`src/rtl/lp_pkg.sv`:
```
package lp_pkg;

    typedef enum logic [1:0] {
        OP_DESEL = 2'd0,
        OP_READ  = 2'd1,
        OP_WRITE = 2'd2,
        OP_CONT  = 2'd3
    } lp_op_e;

    typedef enum logic [1:0] {
        ST_AWAKE,
        ST_ENTER,
        ST_SLEEP,
        ST_WAKE
    } lp_state_e;

    typedef struct packed {
        logic gate;
        logic hiz;
        logic recov;
    } lp_status_t;

    function automatic logic op_ok_in_recovery(lp_op_e op);
        return (op == OP_DESEL) || (op == OP_READ);
    endfunction

    function automatic int cnt_bits(int a, int b);
        int m;
        m = (a > b) ? a : b;
        return (m < 2) ? 1 : $clog2(m);
    endfunction

endpackage

```
`src/rtl/lp_sync.sv`:
```
module lp_sync #(
    parameter int STAGES = 2
) (
    input  logic clk,
    input  logic rst,
    input  logic d_i,
    output logic q_o
);
    generate
        if (STAGES <= 1) begin : g_single
            logic s;
            always_ff @(posedge clk) begin
                if (rst) s <= 1'b0;
                else     s <= d_i;
            end
            assign q_o = s;
        end else begin : g_chain
            logic [STAGES-1:0] sh;
            always_ff @(posedge clk) begin
                if (rst) sh <= '0;
                else     sh <= {sh[STAGES-2:0], d_i};
            end
            assign q_o = sh[STAGES-1];
        end
    endgenerate
endmodule

```
`src/rtl/lp_fsm.sv`:
```
module lp_fsm
    import lp_pkg::*;
#(
    parameter int ENTRY_CYCLES = 2,
    parameter int WAKE_CYCLES  = 2
) (
    input  logic       clk,
    input  logic       rst,
    input  logic       req_s_i,
    output lp_status_t status_o
);
    localparam int CW = cnt_bits(ENTRY_CYCLES, WAKE_CYCLES);
    localparam logic [CW-1:0] ENTRY_LOAD = CW'(ENTRY_CYCLES - 1);
    localparam logic [CW-1:0] WAKE_LOAD  = CW'(WAKE_CYCLES - 1);

    lp_state_e      state;
    logic [CW-1:0]  cnt;
    logic           cnt_done;

    assign cnt_done = (cnt == '0);

    always_ff @(posedge clk) begin
        if (rst) begin
            state <= ST_AWAKE;
            cnt   <= '0;
        end else begin
            case (state)
                ST_AWAKE: begin
                    if (req_s_i) begin
                        state <= ST_ENTER;
                        cnt   <= ENTRY_LOAD;
                    end
                end
                ST_ENTER: begin
                    if (!req_s_i)     state <= ST_AWAKE;
                    else if (cnt_done) state <= ST_SLEEP;
                    else               cnt   <= cnt - 1'b1;
                end
                ST_SLEEP: begin
                    if (!req_s_i) begin
                        state <= ST_WAKE;
                        cnt   <= WAKE_LOAD;
                    end
                end
                default: begin
                    if (cnt_done) state <= ST_AWAKE;
                    else          cnt   <= cnt - 1'b1;
                end
            endcase
        end
    end

    always_comb begin
        status_o.gate  = (state == ST_SLEEP);
        status_o.hiz   = (state == ST_SLEEP);
        status_o.recov = (state == ST_WAKE);
    end
endmodule

```
`src/rtl/lp_filter.sv`:
```
module lp_filter
    import lp_pkg::*;
(
    input  lp_status_t status_i,
    input  logic       valid_i,
    input  lp_op_e     op_i,
    output logic       fwd_o,
    output lp_op_e     op_o,
    output logic       err_o
);
    logic legal;

    always_comb begin
        legal = !status_i.recov || op_ok_in_recovery(op_i);
        fwd_o = valid_i && !status_i.gate && legal;
        err_o = valid_i && status_i.recov && !op_ok_in_recovery(op_i);
        op_o  = fwd_o ? op_i : OP_DESEL;
    end
endmodule

```
`src/rtl/lp_sleep_ctrl.sv`:
```
module lp_sleep_ctrl
    import lp_pkg::*;
#(
    parameter int SYNC_STAGES  = 2,
    parameter int ENTRY_CYCLES = 2,
    parameter int WAKE_CYCLES  = 2
) (
    input  logic       clk,
    input  logic       rst,
    input  logic       slp_req_i,
    input  logic       cmd_valid_i,
    input  logic [1:0] cmd_op_i,
    output logic       in_gate_o,
    output logic       hiz_o,
    output logic       recov_o,
    output logic       cmd_fwd_o,
    output logic [1:0] cmd_op_o,
    output logic       cmd_err_o
);
    logic       req_s;
    lp_status_t status;
    lp_op_e     op_fwd;

    lp_sync #(.STAGES(SYNC_STAGES)) u_sync (
        .clk (clk),
        .rst (rst),
        .d_i (slp_req_i),
        .q_o (req_s)
    );

    lp_fsm #(
        .ENTRY_CYCLES (ENTRY_CYCLES),
        .WAKE_CYCLES  (WAKE_CYCLES)
    ) u_fsm (
        .clk      (clk),
        .rst      (rst),
        .req_s_i  (req_s),
        .status_o (status)
    );

    lp_filter u_filter (
        .status_i (status),
        .valid_i  (cmd_valid_i),
        .op_i     (lp_op_e'(cmd_op_i)),
        .fwd_o    (cmd_fwd_o),
        .op_o     (op_fwd),
        .err_o    (cmd_err_o)
    );

    assign cmd_op_o  = op_fwd;
    assign in_gate_o = status.gate;
    assign hiz_o     = status.hiz;
    assign recov_o   = status.recov;
endmodule

```
`config.mk`:
```
export PLATFORM = sky130hd
export DESIGN_NAME = lp_sleep_ctrl
export DESIGN_NICKNAME = d
export VERILOG_FILES = /design/src/rtl/lp_pkg.sv /design/src/rtl/lp_sync.sv /design/src/rtl/lp_fsm.sv /design/src/rtl/lp_filter.sv /design/src/rtl/lp_sleep_ctrl.sv
export SDC_FILE = /design/constraint.sdc
export NUM_CORES = 1
export LEC_CHECK = 0
export ABC_AREA = 0
export BUFFER_PORTS_ARGS = -buffer_cell sky130_fd_sc_hd__buf_2
export CAP_MARGIN = 20
export CORE_AREA = 2 2 39 41
export CTS_BUF_LIST = sky130_fd_sc_hd__clkbuf_8
export DETAILED_ROUTE_END_ITERATION = 7
export DIE_AREA = 0 0 41 43
export GPL_TIMING_DRIVEN = 0
export SYNTH_ARGS = -nofsm -noshare
export SYNTH_HDL_FRONTEND = slang
export SYNTH_SLANG_ARGS = --single-unit
```
`constraint.sdc`:
```
create_clock -name clk -period 1.4 [get_ports clk]
set_clock_uncertainty 0.15 [all_clocks]
set_input_delay 0.14 -clock clk [delete_from_list [all_inputs] [get_ports clk]]
set_output_delay 0.14 -clock clk [all_outputs]
set_load 0.02 [all_outputs]
```
==> metrics.txt <==
cell family with most CP delay flip-flops; P_sw 0.0000868 W; maximum vdd ir drop between 0.4 and 0.5 mV; vias in the first global route 200; Worst Path Max Fanout 8; # nets final 50; Core ar. 0.00138 mm2; leakage power total 0.176 nW; wire per inst 8.10 um; DRC 0; Clock Pin Slew Worst Setup and Hold Paths 0.03 ns; Worst Hold Depth 2; Detail Route Antenna Nets 0; Rel. slew slack just under 90%; antenna violations before repair 0; critical path's largest stage delay roughly 0.38 ns; Clock power frac 57.0%; Fin. Hold Viols 0; Slowest cell on crit path dfxtp_2; switching part of the total 19.7%; FF-to-FF End u_fsm.state[1]; Die ar. 0.00176 mm2; Worst EP arrival 1.05 ns; CTS tree done; total wire length 478 um; first-pass GRT wire length between 700 and 800 um; WHS Endpoint u_fsm.state[1]; Setup WS pre-CTS 0.134 ns; Die Y about 43 um; post-route setup slack 0.0645 ns; worst slew pin tran 0.190 ns; Port Buf Inserts 12; CTS Buffer Depth 2; H-tree depth 1; setup TNS 0 ns; grt ovf 0; detailed placement HPWL about 370 um; leading area contributor after synthesis dfxtp_1; Total GRT Usage 6.53%; Cells after Synth 26; fin crit period 1.34 ns; Max Fclk 749 MHz; endpoint type of the worst setup path primary output; Mapped Nets 32; Hold/Removal Path Class in -> reg; Final Cycle Share 95.4%; share of layout cells above drive strength 1 around 50%; endpoints failing setup 0; Inserted Diodes 0; vias per cell between 3 and 4; DIE WIDTH 41 um; post-synth top area share ~44%; Reg2Reg Depth 3; Area Overhead vs Synth 65.4%; CP Buf/Inv Count 2; Yosys cell types 12; Reg-to-Reg Start u_fsm.state[1]; sequential power share around 34%; Avg Inst Size Synth 8.76 um2; IO Count 13; Root Driver clkbuf_8; status finished, final reports clean; Initial Utilization around 16%; Final Slew Violations 0; PD cells 1170 mW/mm2; Seq cells post-synth 5; CTS sink count 5; cell row count 14; largest net degree at the start of global routing 9; critical-path cell list nor2b_2 -> buf_4 -> buf_2; top post-synthesis cells by area dfxtp_1 44%, nor2b_1 11%, a211oi_1 6.6%, and2_1 5.5%, and4bb_2 5.5%; CTS buffer count 3; Max-cap violations 0; worst hold start rst; Setup CP Type reg -> out; Post-Syn Area around 230 um2; Clk Latency, worst-skew pair approximately 0.22 ns; Pre-antenna DRT Iters 1; DRT iter0 DRCs 0; CP Data Required Time 1.11 ns; Yosys warnings 0; Critical Path Start Type flop; Worst R2R Setup Slack 0.32 ns; DR vias 231; sequential-to-total area share from yosys stat 44.0%; Logic pwr share 8.6%; RSZ-0062 raised after global routing false; RD Place Congestion 0.575; Internal 0.000355 W
==> sequential cells by signal (all words and copies together) (netlist names) <==
signal / cells
u_fsm.cnt: 1
u_sync.g_chain.sh: 2
u_fsm.state: 2
==> cell families after synthesis <==
logic type	after synthesis	synth area share, %
AOI/OAI and AO/OA	5	14.3
buffers and inverters	1	3.30
DFF	5	44.0
and+or+nand+nor	15	38.5
==> cell usage in the layout (no fill, tap or decap), drive strengths merged <==
master       Yosys  final
nor2b            4      4
dlygate4sd3      0      1
nor2             2      2
a21boi           1      1
dfxtp            5      5
clkbuf           0      3
a211oi           2      2
and4bb           1      1
nand2            3      3
buf              1     13
nand2b           2      2
or2              1      1
a21oi            2      2
and2             2      2
inv              0      1
==> per-stage QoR <==
step	power, W	hold slack (ns)	cells	utilization [%]	cell area, um2
4_1_cts	0.000454	0.00147	59	26.9	372
6_report	0.000442	0.00161	59	27.2	377
3_5_place_dp	0.000190	0.210	54	22.5	312
3_3_place_gp	0.000189	0.198	54	22.5	312
5_1_grt	0.000468	0.0181	59	27.2	377
2_1_floorplan	0.000174	0.0616	26	-	231
==> repair_timing <==
action | CTS | global route
gates resized for setup | 3 | 2
setup buffers | 0 | 0
hold buffers | 1 | 0
cloned | 0 | 0
endpoints found under the hold margin | 1 | 0
endpoints found under the setup margin | 4 | 1
==> worst max path at each step <==
stage / start / to / cells past startpoint
6_report: u_fsm.state[1] / in_gate_o / 3
5_1_grt: u_fsm.state[1] / in_gate_o / 3
3_5_place_dp: u_fsm.state[1] / in_gate_o / 3
4_1_cts: u_fsm.state[0] / cmd_op_o[0] / 4
3_3_place_gp: u_fsm.state[1] / in_gate_o / 3
2_1_floorplan: u_fsm.state[1] / in_gate_o / 2
==> power groups by stage <==
stage	Clock, W	Sequential (W)	Combinational, W
after floorplan	0	0.000154	0.0000206
after global placement	0	0.000155	0.0000347
after detailed placement	0	0.000155	0.0000354
after CTS	0.000263	0.000153	0.0000379
after global routing	0.000272	0.000152	0.0000430
final	0.000252	0.000152	0.0000381
==> routing by layer <==
layer / track usage (%) / share of wire (%) / vias to the layer above
met5: 0 / 0 / -
met4: 6.00 / 0 / 0
met3: 1.57 / 9.0 / 0
met2: 9.38 / 47 / 11
met1: 7.40 / 44 / 99
li1: - / - / 121
==> Yosys cell counts <==
| cell type | count |
|---|---|
| dfxtp_1 | 5 |
| nor2b_1 | 4 |
| nand2_1 | 3 |
| a211oi_1 | 2 |
| a21oi_1 | 2 |
| and2_1 | 2 |
| nand2b_1 | 2 |
| nor2_1 | 2 |
| a21boi_0 | 1 |
| and4bb_2 | 1 |
| buf_4 | 1 |
| or2_1 | 1 |
==> area by class of cell <==
class,instances,area (um2)
clock buffers,3,41.3
clock inverters,1,3.75
flip-flops and latches,5,105
multi-input cells,20,126
fillers,156,1010
plain buffers,1,7.51
repair buffers,13,72.6
well taps,16,20.0
Note: power is estimated with default switching activity, not from simulation.
